<file path="src/rtl/xfer_pkg.sv">
package xfer_pkg;

   typedef enum logic [2:0] {
      ST_IDLE,
      ST_FETCH,
      ST_CHECK,
      ST_READ,
      ST_WRITE,
      ST_WBACK,
      ST_FIN
   } state_t;

   typedef enum logic [1:0] {
      ERR_NONE,
      ERR_MODE,
      ERR_CFG,
      ERR_ALIGN
   } err_t;

   // control byte, packed so that bit positions match the record
   typedef struct packed {
      logic [2:0] mode;
      logic       byte_sz;
      logic       keep_src;
      logic       keep_dst;
      logic       inc_src;
      logic       inc_dst;
   } ctl_t;

   localparam logic [2:0] MODE_SINGLE = 3'b101;

endpackage

</file>
<file path="src/rtl/xfer_ctl_decode.sv">
module xfer_ctl_decode
   import xfer_pkg::*;
(
   input  logic [7:0] ctl_i,
   input  logic       src_lsb_i,
   input  logic       dst_lsb_i,
   output err_t       err_o,
   output logic       word_o
);

   ctl_t ctl;
   assign ctl    = ctl_t'(ctl_i);
   assign word_o = ~ctl.byte_sz;

   always_comb begin
      if (ctl.mode != MODE_SINGLE) begin
         err_o = ERR_MODE;
      end else if ((ctl.keep_src != ctl.inc_src) || (ctl.keep_dst != ctl.inc_dst)) begin
         err_o = ERR_CFG;
      end else if (word_o && (src_lsb_i || dst_lsb_i)) begin
         err_o = ERR_ALIGN;
      end else begin
         err_o = ERR_NONE;
      end
   end

endmodule

</file>
<file path="src/rtl/xfer_addr_step.sv">
module xfer_addr_step #(
   parameter int ADDR_W = 16
) (
   input  logic [ADDR_W-1:0] cur_i,
   input  logic [ADDR_W-1:0] shadow_i,
   input  logic              inc_i,
   input  logic              keep_i,
   input  logic              word_i,
   output logic [ADDR_W-1:0] wb_o
);

   logic [ADDR_W-1:0] step;
   logic [ADDR_W-1:0] advanced;

   assign step     = inc_i ? (word_i ? ADDR_W'(2) : ADDR_W'(1)) : '0;
   assign advanced = cur_i + step;
   assign wb_o     = keep_i ? advanced : shadow_i;

endmodule

</file>
<file path="src/rtl/xfer_shadow_bank.sv">
module xfer_shadow_bank #(
   parameter int NUM_CH = 4,
   parameter int ADDR_W = 16,
   parameter int CH_W   = (NUM_CH > 1) ? $clog2(NUM_CH) : 1
) (
   input  logic              clk,
   input  logic              rst_n,
   input  logic              arm_i,
   input  logic [CH_W-1:0]   arm_ch_i,
   input  logic [ADDR_W-1:0] arm_src_i,
   input  logic [ADDR_W-1:0] arm_dst_i,
   input  logic [CH_W-1:0]   rd_ch_i,
   output logic [ADDR_W-1:0] src_o,
   output logic [ADDR_W-1:0] dst_o
);

   logic [ADDR_W-1:0] src_sh [NUM_CH];
   logic [ADDR_W-1:0] dst_sh [NUM_CH];

   for (genvar c = 0; c < NUM_CH; c++) begin : g_ch
      always_ff @(posedge clk or negedge rst_n) begin
         if (!rst_n) begin
            src_sh[c] <= '0;
            dst_sh[c] <= '0;
         end else if (arm_i && (arm_ch_i == CH_W'(c))) begin
            src_sh[c] <= arm_src_i;
            dst_sh[c] <= arm_dst_i;
         end
      end
   end

   always_comb begin
      src_o = '0;
      dst_o = '0;
      for (int c = 0; c < NUM_CH; c++) begin
         if (rd_ch_i == CH_W'(c)) begin
            src_o = src_sh[c];
            dst_o = dst_sh[c];
         end
      end
   end

endmodule

</file>
<file path="src/rtl/xfer_server.sv">
module xfer_server
   import xfer_pkg::*;
#(
   parameter int NUM_CH = 4,
   parameter int ADDR_W = 16,
   parameter int CNT_W  = 8,
   parameter int CH_W   = (NUM_CH > 1) ? $clog2(NUM_CH) : 1
) (
   input  logic              clk,
   input  logic              rst_n,
   input  logic              arm_i,
   input  logic [CH_W-1:0]   arm_ch_i,
   input  logic [ADDR_W-1:0] arm_src_i,
   input  logic [ADDR_W-1:0] arm_dst_i,
   input  logic              start_i,
   input  logic [CH_W-1:0]   start_ch_i,
   input  logic [ADDR_W-1:0] cb_base_i,
   output logic              busy_o,
   output logic              done_o,
   output logic              last_o,
   output logic              err_mode_o,
   output logic              err_cfg_o,
   output logic              err_align_o,
   output logic              mem_req_o,
   output logic              mem_we_o,
   output logic [ADDR_W-1:0] mem_addr_o,
   output logic [7:0]        mem_wdata_o,
   input  logic [7:0]        mem_rdata_i,
   input  logic              mem_rdy_i
);

   localparam int CB_BYTES = 6;
   localparam int WB_BYTES = 5;
   localparam int IDX_W    = $clog2(CB_BYTES);

   initial begin
      if (ADDR_W != 16) $fatal(1, "record stores two-byte pointers: ADDR_W must be 16");
      if (CNT_W != 8)   $fatal(1, "record count field is one byte: CNT_W must be 8");
      if (NUM_CH < 1)   $fatal(1, "NUM_CH must be at least 1");
   end

   state_t             state;
   logic [IDX_W-1:0]   idx;
   logic [ADDR_W-1:0]  base_q;
   logic [CH_W-1:0]    ch_q;
   logic [CNT_W-1:0]   cnt_q;
   logic [7:0]         ctl_q;
   logic [ADDR_W-1:0]  src_q;
   logic [ADDR_W-1:0]  dst_q;
   logic [15:0]        data_q;
   err_t               err_q;
   logic               last_q;
   logic [CNT_W-1:0]   cnt_new_q;
   logic [ADDR_W-1:0]  src_wb_q;
   logic [ADDR_W-1:0]  dst_wb_q;

   ctl_t               ctl_s;
   err_t               dec_err;
   logic               word;
   logic [ADDR_W-1:0]  sh_src;
   logic [ADDR_W-1:0]  sh_dst;
   logic [ADDR_W-1:0]  src_step;
   logic [ADDR_W-1:0]  dst_step;
   logic [IDX_W-1:0]   last_rw;
   logic [IDX_W-1:0]   wb_ofs;
   logic [7:0]         wb_byte;

   assign ctl_s   = ctl_t'(ctl_q);
   assign last_rw = word ? IDX_W'(1) : IDX_W'(0);

   xfer_ctl_decode u_dec (
      .ctl_i     (ctl_q),
      .src_lsb_i (src_q[0]),
      .dst_lsb_i (dst_q[0]),
      .err_o     (dec_err),
      .word_o    (word)
   );

   xfer_shadow_bank #(.NUM_CH(NUM_CH), .ADDR_W(ADDR_W), .CH_W(CH_W)) u_shadow (
      .clk       (clk),
      .rst_n     (rst_n),
      .arm_i     (arm_i),
      .arm_ch_i  (arm_ch_i),
      .arm_src_i (arm_src_i),
      .arm_dst_i (arm_dst_i),
      .rd_ch_i   (ch_q),
      .src_o     (sh_src),
      .dst_o     (sh_dst)
   );

   xfer_addr_step #(.ADDR_W(ADDR_W)) u_src_step (
      .cur_i    (src_q),
      .shadow_i (sh_src),
      .inc_i    (ctl_s.inc_src),
      .keep_i   (ctl_s.keep_src),
      .word_i   (word),
      .wb_o     (src_step)
   );

   xfer_addr_step #(.ADDR_W(ADDR_W)) u_dst_step (
      .cur_i    (dst_q),
      .shadow_i (sh_dst),
      .inc_i    (ctl_s.inc_dst),
      .keep_i   (ctl_s.keep_dst),
      .word_i   (word),
      .wb_o     (dst_step)
   );

   // write-back order: count, source low/high, destination low/high
   always_comb begin
      wb_ofs = (idx == '0) ? IDX_W'(0) : idx + IDX_W'(1);
      unique case (idx)
         IDX_W'(0): wb_byte = cnt_new_q;
         IDX_W'(1): wb_byte = src_wb_q[7:0];
         IDX_W'(2): wb_byte = src_wb_q[15:8];
         IDX_W'(3): wb_byte = dst_wb_q[7:0];
         default:   wb_byte = dst_wb_q[15:8];
      endcase
   end

   always_ff @(posedge clk or negedge rst_n) begin
      if (!rst_n) begin
         state     <= ST_IDLE;
         idx       <= '0;
         base_q    <= '0;
         ch_q      <= '0;
         cnt_q     <= '0;
         ctl_q     <= '0;
         src_q     <= '0;
         dst_q     <= '0;
         data_q    <= '0;
         err_q     <= ERR_NONE;
         last_q    <= 1'b0;
         cnt_new_q <= '0;
         src_wb_q  <= '0;
         dst_wb_q  <= '0;
      end else begin
         unique case (state)
            ST_IDLE: begin
               if (start_i) begin
                  base_q <= cb_base_i;
                  ch_q   <= start_ch_i;
                  idx    <= '0;
                  err_q  <= ERR_NONE;
                  last_q <= 1'b0;
                  state  <= ST_FETCH;
               end
            end
            ST_FETCH: begin
               if (mem_rdy_i) begin
                  unique case (idx)
                     IDX_W'(0): cnt_q         <= mem_rdata_i;
                     IDX_W'(1): ctl_q         <= mem_rdata_i;
                     IDX_W'(2): src_q[7:0]    <= mem_rdata_i;
                     IDX_W'(3): src_q[15:8]   <= mem_rdata_i;
                     IDX_W'(4): dst_q[7:0]    <= mem_rdata_i;
                     default:   dst_q[15:8]   <= mem_rdata_i;
                  endcase
                  if (idx == IDX_W'(CB_BYTES - 1)) begin
                     idx   <= '0;
                     state <= ST_CHECK;
                  end else begin
                     idx <= idx + IDX_W'(1);
                  end
               end
            end
            ST_CHECK: begin
               err_q     <= dec_err;
               cnt_new_q <= cnt_q - CNT_W'(1);
               src_wb_q  <= src_step;
               dst_wb_q  <= dst_step;
               last_q    <= (dec_err == ERR_NONE) && (cnt_q == CNT_W'(1));
               idx       <= '0;
               state     <= (dec_err == ERR_NONE) ? ST_READ : ST_FIN;
            end
            ST_READ: begin
               if (mem_rdy_i) begin
                  if (idx[0]) data_q[15:8] <= mem_rdata_i;
                  else        data_q[7:0]  <= mem_rdata_i;
                  if (idx == last_rw) begin
                     idx   <= '0;
                     state <= ST_WRITE;
                  end else begin
                     idx <= idx + IDX_W'(1);
                  end
               end
            end
            ST_WRITE: begin
               if (mem_rdy_i) begin
                  if (idx == last_rw) begin
                     idx   <= '0;
                     state <= ST_WBACK;
                  end else begin
                     idx <= idx + IDX_W'(1);
                  end
               end
            end
            ST_WBACK: begin
               if (mem_rdy_i) begin
                  if (idx == IDX_W'(WB_BYTES - 1)) begin
                     idx   <= '0;
                     state <= ST_FIN;
                  end else begin
                     idx <= idx + IDX_W'(1);
                  end
               end
            end
            ST_FIN:  state <= ST_IDLE;
            default: state <= ST_IDLE;
         endcase
      end
   end

   always_comb begin
      mem_req_o   = 1'b0;
      mem_we_o    = 1'b0;
      mem_addr_o  = '0;
      mem_wdata_o = '0;
      unique case (state)
         ST_FETCH: begin
            mem_req_o  = 1'b1;
            mem_addr_o = base_q + ADDR_W'(idx);
         end
         ST_READ: begin
            mem_req_o  = 1'b1;
            mem_addr_o = src_q + ADDR_W'(idx);
         end
         ST_WRITE: begin
            mem_req_o   = 1'b1;
            mem_we_o    = 1'b1;
            mem_addr_o  = dst_q + ADDR_W'(idx);
            mem_wdata_o = idx[0] ? data_q[15:8] : data_q[7:0];
         end
         ST_WBACK: begin
            mem_req_o   = 1'b1;
            mem_we_o    = 1'b1;
            mem_addr_o  = base_q + ADDR_W'(wb_ofs);
            mem_wdata_o = wb_byte;
         end
         default: ;
      endcase
   end

   assign busy_o      = (state != ST_IDLE);
   assign done_o      = (state == ST_FIN);
   assign last_o      = done_o && last_q;
   assign err_mode_o  = done_o && (err_q == ERR_MODE);
   assign err_cfg_o   = done_o && (err_q == ERR_CFG);
   assign err_align_o = done_o && (err_q == ERR_ALIGN);

endmodule

</file>
<file path="config.mk">
export PLATFORM = sky130hd
export DESIGN_NAME = xfer_server
export DESIGN_NICKNAME = d
export VERILOG_FILES = /design/src/rtl/xfer_pkg.sv /design/src/rtl/xfer_ctl_decode.sv /design/src/rtl/xfer_addr_step.sv /design/src/rtl/xfer_shadow_bank.sv /design/src/rtl/xfer_server.sv
export SDC_FILE = /design/constraint.sdc
export NUM_CORES = 1
export LEC_CHECK = 0
export BUFFER_PORTS_ARGS = -buffer_cell sky130_fd_sc_hd__buf_4
export CORE_ASPECT_RATIO = 1.5
export CORE_UTILIZATION = 45
export DETAILED_ROUTE_END_ITERATION = 7
export GPL_TIMING_DRIVEN = 0
export HOLD_SLACK_MARGIN = 0.05
export PLACE_DENSITY_LB_ADDON = 0.08
export SYNTH_ARGS = -nofsm -noshare
export SYNTH_HDL_FRONTEND = slang
export SYNTH_SLANG_ARGS = --single-unit
</file>
<file path="constraint.sdc">
create_clock -name clk -period 3.6 [get_ports clk]
set_clock_uncertainty 0.1 [all_clocks]
set_input_delay 0.18 -clock clk [delete_from_list [all_inputs] [get_ports clk]]
set_output_delay 0.18 -clock clk [all_outputs]
set_load 0.01 [all_outputs]
</file>
Word level (Yosys, flattened, before mapping)
Cells that the tools add are included.

Logic and storage cells: 154. Register bits: 259. Bits of input ports: 65. Output and inout port bits: 32.

$add $sub $neg: 8. Reduce and logical (&&, ||, !) cells: 36. Mux-type cells: 47. Equal/unequal tests: 35. Bitwise operators: 3.

Operators with widths (number): two-way mux 16 bit (12); adder 16 x 3 -> 16 bit (4); one-hot mux 16 bit (4 select lines) (1); two-way mux 3 bit (18); adder 16 bit (2); one-hot mux 8 bit (4 select lines) (1); AND reduction 3 bit (8); != test 2 bit (second input constant) (9); one-hot mux 3 bit (6 select lines) (1); one-hot mux 8 bit (2 select lines) (1); equality test 3 bit (second input constant) (5); one-hot mux 3 bit (5 select lines) (1); equality test 2 bit (second input constant) (6); equality test 3 x 2 -> 1 bit (second input constant) (4); logical AND 1 bit (10); two-way mux 2 bit (5); AND reduction 9 bit (1); equality test 8 x 1 -> 1 bit (second input constant) (1); two-way mux 8 bit (1); subtractor 8 x 1 -> 8 bit (second input constant) (1); equality test 2 x 1 -> 1 bit (second input constant) (3); equality test 3 x 1 -> 1 bit (second input constant) (2); zero test 2 bit (3); zero test 3 bit (2); 18 further kinds (27).

Longest topological paths before layout
Gate-level depths: netlist (run 1).

Depth after elaboration: 8. Gate-level depth with buffers: 15. Depth with buffers taken out: 12.

Cells and area by module
A second synthesis (run 1) with hierarchy kept.

Cells, all modules: 1221. Area total of the unflattened synthesis: 13606.8 um^2.

Modules (own cells, without submodules): xfer_server (sequential area each 3278.1 um^2, cells an instance 738, instances 1, area each 7023.0 um^2); xfer_shadow_bank (sequential area each 3203.1 um^2, cells an instance 311, instances 1, area each 5501.5 um^2); xfer_addr_step (sequential area each 0.0 um^2, cells an instance 82, instances 2, area each 509.2 um^2); xfer_ctl_decode (sequential area each 0.0 um^2, cells an instance 8, instances 1, area each 63.8 um^2).

Worst setup path before layout (run 1)
OpenSTA, ideal clock, no wires.

Path kind: register -> output. Start: register state[2]. End: output mem_addr_o[10]. Arrival: 3.385 ns. Data required time: 3.320 ns. Buffers on the path: 5. Cell stages (with the launch flop): 15. Path slack: -0.065 ns. Path through: dfrtp_1 -> buf_4 -> or3b_1 -> buf_6 -> buf_6 -> clkbuf_1 -> clkbuf_1 -> nand2_1 -> nand2_1 -> ha_1 -> fa_1 -> a21oi_1 -> and4b_1 -> xnor2_1 -> o211ai_1.

Word-level cells in the longest chain between the ends: 2. Elaborated cells on any way between the ends: 5. Those cells by class: eq/ne: 4; mux: 1.

RTL lines: start, declared (line xfer_server.sv:42) `state_t state;`; start signal, assigned (line xfer_server.sv:174) `state <= (dec_err == ERR_NONE) ? ST_READ : ST_FIN;`; equality test 3 bit (tied with other cells) (line xfer_server.sv:219) `unique case (state)`; one-hot mux 16 bit (4 select lines) (*) (line xfer_server.sv:219); end, declared (line xfer_server.sv:26) `output logic [ADDR_W-1:0] mem_addr_o,`.

Every way passes the cells marked *; elsewhere a longest branch is shown, timed or not.

Worst setup path in the final report (run 1)
Start: register state[1]. End: output mem_addr_o[15].

The elaborated chain is that of the path after synthesis.

==> results.sh, run 1 <==
export IMPL_status="finished clean"
export IMPL_synth_async_reset_ratio_pct=100.0
export IMPL_syn_nets=1188
export IMPL_final_cell_count_no_fill=1739
export IMPL_place_gp_congestion=0.9039
export IMPL_antenna_found_initial=0
export IMPL_nets=1412
export IMPL_dp_cells=1595
export IMPL_power_density_nw_per_um2=748.5
export IMPL_die_w_um=142.9
export IMPL_power_leakage_uw=0.007265
export IMPL_boundaryPins=97
export IMPL_fmax_mhz=280.1
export IMPL_ys_ff_latch=259
export IMPL_drc=0
export IMPL_num_vias=9799
export IMPL_via_per_inst=5.635
export IMPL_grt_usage_pct=26.10
export IMPL_crit_chain="buf_6 -> nand3b_1 -> buf_4 -> nor2_2 -> nor2_1 -> a31oi_1 -> ha_2 -> o21ai_4 -> nor3_4 -> and4_1 -> o21ai_2 -> o221ai_2 -> buf_4"
export IMPL_clk_latency_ns=0.54
export IMPL_start_util_pct=45.62
export IMPL_synth_cells=1102
export IMPL_max_stage_delay_ns=0.42
export IMPL_arrival_ns=3.29
export IMPL_drt_initial_drc_count=455
export IMPL_ys_warn_count=0
export IMPL_netlist_cell_type_count=52
export IMPL_drv_slew=0
export IMPL_fillers=2498
export IMPL_synthTopCellsByCount="dfrtp_1 (259), mux2_2 (210), nand2_1 (81)"
export IMPL_synth_area_um2=13410
export IMPL_num_antenna_cells=0
export IMPL_synth_largest_area_cell="dfrtp_1"
export IMPL_clockBufferDepth=3
export IMPL_synthFlopType="dfrtp_1"
export IMPL_numClockSinks=259
export IMPL_drtPass1Iterations=5
export IMPL_crit_fanout=6
export IMPL_peakVddDrop_v=0.0004292
export IMPL_finalCriticalPeriod_ns=3.570
export IMPL_hold_viol=0
export IMPL_synth_edf_count=0
export IMPL_min_path_type="primary input to register"
export IMPL_htreeDepth=1
export IMPL_cap_viol_max_count=0
export IMPL_setup_viol_count_final=0
export IMPL_rsz0062_at_grt="yes"
export IMPL_ant_nets=0
export IMPL_grt_pass1_vias=10270
export IMPL_grt_overflow_total=0
export IMPL_clk_pin_slew_ns=0.06
export IMPL_slowest_stage="dfrtp_1"
export IMPL_path_delay_family="compound AO/OA/AOI/OAI gates"
export IMPL_cp_common_cell="buf_4"
export IMPL_worst_pin_slew_ns=1.043
export IMPL_grt_max_degree=116
export IMPL_avgRoutedWirePerCell_um=22.03
export IMPL_hold_slack_ns=0.06239
export IMPL_num_rows=77
export IMPL_wl_um=38320
export IMPL_ys_seq_area_share_pct=48.35
export IMPL_synth_top_area_share_pct=48.35
export IMPL_path_buf_inv=3
export IMPL_worst_setup_path_start_kind="register"
export IMPL_portBuffers=96
export IMPL_area_growth_syn_to_layout_pct=25.83
export IMPL_dpl_hpwl_um=27270
export IMPL_relSlewSlack_pct=30.47
export IMPL_numCtsBuffers=27
export IMPL_die_area_um2=30500
export IMPL_grt_pass1_wl_um=59570
export IMPL_syn_area_per_cell_um2=12.16
export IMPL_worstSetupEndpointType="primary output"
export IMPL_post_synth_top_count_cell="dfrtp_1"
export IMPL_core_area_um2=29380
export IMPL_cts_tree="done"
export IMPL_synth_area_leaders="dfrtp_1 (48%), mux2_2 (18%), mux4_2 (5.4%)"
export IMPL_worstSetupPathType="register to primary output"
export IMPL_cts_root_buf="clkbuf_16"
export IMPL_fin_crit_sh_pct=99.18
export IMPL_drive_gt1_share_pct=35.94
export IMPL_cp_required_ns=3.32
export IMPL_die_h_um=213.4
[cell families (layout without fill, tap and decap cells)]
family | Yosys count | after routing | synth area share [%]
compound gates | 158 | 158 | 7.831
flops | 259 | 259 | 48.35
xor+xnor | 67 | 67 | 4.378
simple gates | 221 | 221 | 8.316
mux | 282 | 282 | 26.08
fa+ha+maj | 21 | 21 | 2.184
buf+inv | 94 | 336 | 2.865
[stage by stage]
stage	area [µm²]	setup TNS (ns)	power, µW	setup WS (ns)	util, %
2_1_floorplan	13410	0	7524	0.1150	-
5_1_grt	16870	-0.2827	13330	-0.07163	57.40
3_3_place_gp	14630	-11.58	9162	-1.115	49.77
3_5_place_dp	14690	-8.898	9243	-1.190	49.99
4_1_cts	16700	-0.2306	12570	-0.05888	56.84
6_report	16870	0	12630	0.02960	57.40
[final cells by class]
cell class	instances	area, µm²	area share [%]
clock inverters	8	101.3	0.6008
multi-input cells	749	6824	40.46
well taps	395	494.2	2.930
plain buffers	69	349.1	2.070
flip-flops and latches	259	6484	38.44
repair buffers	200	1757	10.41
clock buffers	39	770.7	4.569
inverters	20	87.58	0.5193
[cell usage in the layout, fill, tap and decap left out, types with 6 or more instances in the layout]
| cell type | Yosys | routed |
|---|---|---|
| xnor2_1 | 39 | 38 |
| clkbuf_1 | 52 | 51 |
| buf_2 | 10 | 8 |
| a21o_1 | 15 | 14 |
| nand3_1 | 23 | 22 |
| a222oi_1 | 8 | 8 |
| nor3_1 | 11 | 9 |
| clkbuf_16 | 0 | 28 |
| buf_6 | 2 | 7 |
| nor4_1 | 7 | 6 |
| a221oi_1 | 8 | 8 |
| inv_1 | 20 | 18 |
| a21oi_1 | 15 | 12 |
| and4_1 | 8 | 8 |
| nand2_1 | 81 | 77 |
| nand4_1 | 16 | 16 |
| o21ai_0 | 64 | 60 |
| xor2_1 | 28 | 28 |
| dfrtp_1 | 259 | 257 |
| mux4_2 | 32 | 32 |
| mux2_2 | 210 | 210 |
| a22oi_1 | 6 | 6 |
| buf_1 | 9 | 8 |
| nand2b_1 | 6 | 6 |
| nor2_1 | 33 | 30 |
| o22ai_1 | 14 | 13 |
| ha_1 | 17 | 11 |
| dlygate4sd3_1 | 0 | 63 |
| mux2i_1 | 38 | 38 |
| buf_4 | 1 | 128 |
[sequential cells by signal, indices dropped and copies added, names as in the netlist]
register,flops
u_shadow.src_sh,64
ctl_q,8
ch_q,2
dst_q,16
cnt_q,8
last_q,1
err_q,2
data_q,16
state,3
base_q,16
idx,3
src_wb_q,16
cnt_new_q,8
src_q,16
u_shadow.dst_sh,64
dst_wb_q,16
[layer usage]
layer  share of wire [%]  wire, µm  GRT usage [%]  up-vias
li1                    -         -              -     4481
met3                 3.7      1421          3.149      102
met4                 6.1      2324          15.87        0
met2                  52     19750          46.86      277
met5                   0         0              0        -
met1                  39     14820          29.47     4939
[worst paths after layout]
kind                                   from                   to  slack [ns]  cells after the start
worst max-delay path               state[1]       mem_addr_o[15]        0.03                     13
worst min-delay path            arm_ch_i[0]  u_shadow.src_sh[53]        0.06                      3
worst max register to register     state[1]            dst_q[13]        0.97                      5
worst min register to register  src_wb_q[3]          src_wb_q[3]        0.38                      2
max in group asynchronous             rst_n            base_q[9]        2.22                      4
min in group asynchronous             rst_n               last_q        0.08                      3
[where the power goes]
group | total (µW) | internal [µW] | switching (µW)
logic | 5340 | 2540 | 2800
registers | 4470 | 3800 | 669
clock network | 2810 | 1620 | 1180
total | 12600 | 7970 | 4660
[tightest hold or removal path: cells and delay by family]
family                 cells  cell delay, ns
buffers and inverters      1            0.10
muxes                      1            0.25
and+or+nand+nor            1            0.14
[what timing repair did]
| action | CTS | global route |
|---|---|---|
| gates cloned | 1 | 1 |
| setup buffers | 23 | 13 |
| endpoints found under the setup margin | 24 | 15 |
| hold buffers | 64 | 0 |
| pin swaps | 23 | 24 |
| hold endpoints to repair | 367 | 0 |
| resized for setup | 76 | 29 |
Power figures use the tool's default switching activity.
==> run 2, diff against run 1 <==
- SYNTH_HIERARCHICAL: not set -> 1
==> run 2 against run 1 <==
Against the previous run:
- utilization down 0.35 points
- via count up 5.5%
- sequential share of layout area about the same
- critical endpoint is now mem_addr_o[12]
- largest power group unchanged
==> results.sh, run 2 <==
export IMPL_status="finished clean"
export IMPL_start_util_pct=46.00
export IMPL_cp_required_ns=3.32
export IMPL_fmax_mhz=283.6
export IMPL_synth_cells=1221
export IMPL_ys_ff_latch=259
export IMPL_drv_slew=0
export IMPL_netlist_cell_type_count=62
export IMPL_nets=1514
export IMPL_power_density_nw_per_um2=809.1
export IMPL_dp_cells=1714
export IMPL_grt_pass1_vias=10600
export IMPL_min_path_type="primary input to register"
export IMPL_synth_area_leaders="dfrtp_1 (48%), mux2_2 (16%), nand2_1 (5.8%)"
export IMPL_synth_area_um2=13610
export IMPL_boundaryPins=97
export IMPL_antenna_found_initial=0
export IMPL_grt_overflow_total=0
export IMPL_portBuffers=96
export IMPL_dpl_hpwl_um=27790
export IMPL_met1_length_um=15130
export IMPL_drive_gt1_share_pct=31.60
export IMPL_via_per_inst=5.615
export IMPL_power_leakage_uw=0.007275
export IMPL_final_util_pct=57.05
export IMPL_crit_chain="buf_6 -> nand2b_4 -> inv_1 -> nand2_2 -> a21o_1 -> ha_4 -> fa_2 -> a21oi_4 -> nor4_4 -> xor2_1 -> a22oi_1 -> o21ai_1 -> buf_4"
export IMPL_setup_viol_count_final=0
export IMPL_die_h_um=215.0
export IMPL_routed_wl_met2_um=20040
export IMPL_clk_latency_ns=0.55
export IMPL_final_cell_count_no_fill=1841
export IMPL_reg2reg_depth=10
export IMPL_num_antenna_cells=0
export IMPL_max_stage_delay_ns=0.37
export IMPL_relSlewSlack_pct=31.41
export IMPL_core_area_um2=29580
export IMPL_synthTopCellsByCount="dfrtp_1 (259), nand2_1 (211), mux2_2 (194)"
export IMPL_fin_crit_sh_pct=97.94
export IMPL_worstSetupPathType="register to primary output"
export IMPL_pre_cts_slack_ns=-0.9396
export IMPL_avgRoutedWirePerCell_um=20.76
export IMPL_ys_warn_count=6
export IMPL_met3_length_um=1410
export IMPL_drt_initial_drc_count=546
export IMPL_num_rows=77
export IMPL_syn_nets=1307
export IMPL_synth_top_area_share_pct=47.63
export IMPL_worstSetupEndpointType="primary output"
export IMPL_arrival_ns=3.25
export IMPL_crit_fanout=7
export IMPL_cp_depth=13
export IMPL_reg_top3="u_shadow/dst_sh (64), u_shadow/src_sh (64)"
export IMPL_slowest_stage="dfrtp_1"
export IMPL_post_synth_top_count_cell="dfrtp_1"
export IMPL_numCtsBuffers=27
export IMPL_path_delay_family="compound AO/OA/AOI/OAI gates"
export IMPL_num_vias=10340
export IMPL_peakVddDrop_v=0.0004784
export IMPL_ys_seq_area_share_pct=47.63
export IMPL_die_area_um2=30950
export IMPL_synthFlopType="dfrtp_1"
export IMPL_worst_pin_slew_ns=1.029
export IMPL_hold_viol=0
export IMPL_grt_usage_pct=25.51
export IMPL_ant_nets=0
export IMPL_path_buf_inv=3
export IMPL_synth_async_reset_ratio_pct=100.0
export IMPL_worst_setup_path_start_kind="register"
export IMPL_die_w_um=144.0
export IMPL_finalCriticalPeriod_ns=3.526
export IMPL_clk_pin_slew_ns=0.06
export IMPL_drc=0
export IMPL_fin_ws_ns=0.07415
export IMPL_place_gp_congestion=0.9060
export IMPL_htreeDepth=1
export IMPL_clockBufferDepth=3
export IMPL_cts_tree="done"
export IMPL_drtPass1Iterations=6
export IMPL_hold_depth=3
export IMPL_synth_largest_area_cell="dfrtp_1"
export IMPL_final_common_cell="dfrtp_1"
export IMPL_finalSetupTns_ns=0
export IMPL_syn_area_per_cell_um2=11.14
export IMPL_area_growth_syn_to_layout_pct=24.01
export IMPL_grt_max_degree=120
export IMPL_cap_viol_max_count=0
export IMPL_numClockSinks=259
export IMPL_synth_edf_count=0
export IMPL_top_layer="met4"
export IMPL_layout_common_cells="dfrtp_1 (257), nand2_1 (208), mux2_2 (194), buf_4 (121), dlygate4sd3_1 (65)"
export IMPL_cts_root_buf="clkbuf_16"
export IMPL_rsz0062_at_grt="yes"
export IMPL_grt_pass1_wl_um=59650
export IMPL_wl_um=38220
[run 2: cell types whose count changed after synthesis, sizes merged, moves of 24 or more]
cell | before | now
nor2 | 33 | 63
nand2 | 81 | 211
mux2i | 38 | 7
o21ai | 64 | 26
a21oi | 15 | 39
[run 2: metal layers]
metal,global-route usage (%),vias to the layer above
met4,11.67,0
met1,30.48,5202
met5,0,-
li1,-,4791
met2,45.38,262
met3,2.674,83
[run 2: path summary, 6_finish.rpt]
| check | start | to | slack (ns) |
|---|---|---|---|
| max in group asynchronous | rst_n | u_shadow/dst_sh[3] | 1.52 |
| setup reg to reg | ctl_q[4] | src_wb_q[14] | 0.88 |
| hold / removal | arm_ch_i[1] | u_shadow/src_sh[31] | 0.13 |
| min in group asynchronous | rst_n | base_q[9] | 0.58 |
| hold reg to reg | dst_wb_q[3] | dst_wb_q[3] | 0.38 |
| setup / recovery | state[1] | mem_addr_o[12] | 0.07 |
[run 2: worst min-delay path, stage by stage]
cell and delay [ns]:
buf_4 0.13, nand3b_1 0.23, mux2_2 0.20
[run 2: layout make-up]
cell class                      count  area [µm²]
Clock inverter                      6       86.33
Sequential cell                   259        6484
Inverter                           24       105.1
Timing Repair Buffer              182        1580
Buffer                             63       352.8
Clock buffer                       41       798.3
Multi-Input combinational cell    871        6973
Tap cell                          395       494.2
Fill cell                        2611       12700
[run 2: metrics by stage]
| stage | total power (µW) | hold slack, ns | cell area [µm²] |
|---|---|---|---|
| after floorplan | 8259 | -0.2156 | 13610 |
| after global placement | 10200 | 0.2728 | 14830 |
| after detailed placement | 10270 | 0.02647 | 14890 |
| after CTS | 13540 | 0.1083 | 16700 |
| after global routing | 14480 | 0.1292 | 16870 |
| final | 13650 | 0.1253 | 16870 |
[run 2: what timing repair did]
action	4_1_cts	5_1_grt
gates resized for setup	55	30
buffers inserted	12	7
setup endpoints to repair	24	13
endpoints found under the hold margin	385	0
hold buffers	65	0
pin swaps	11	16
[run 2: power breakdown]
group | internal (µW) | switching, µW | total (µW)
registers | 3850 | 1020 | 4880
clock network | 1660 | 1160 | 2820
logic | 2800 | 3160 | 5960
total | 8310 | 5340 | 13700
[run 2: logic make-up after synthesis]
family,count (synthesis),synth area share (%)
AOI/OAI and AO/OA,153,7.522
xor gates and xnor gates,60,3.862
adders and majority gates,21,2.152
buffers and inverters,91,2.933
DFF,259,47.63
muxes,235,22.03
and+or+nand+nor,402,13.87
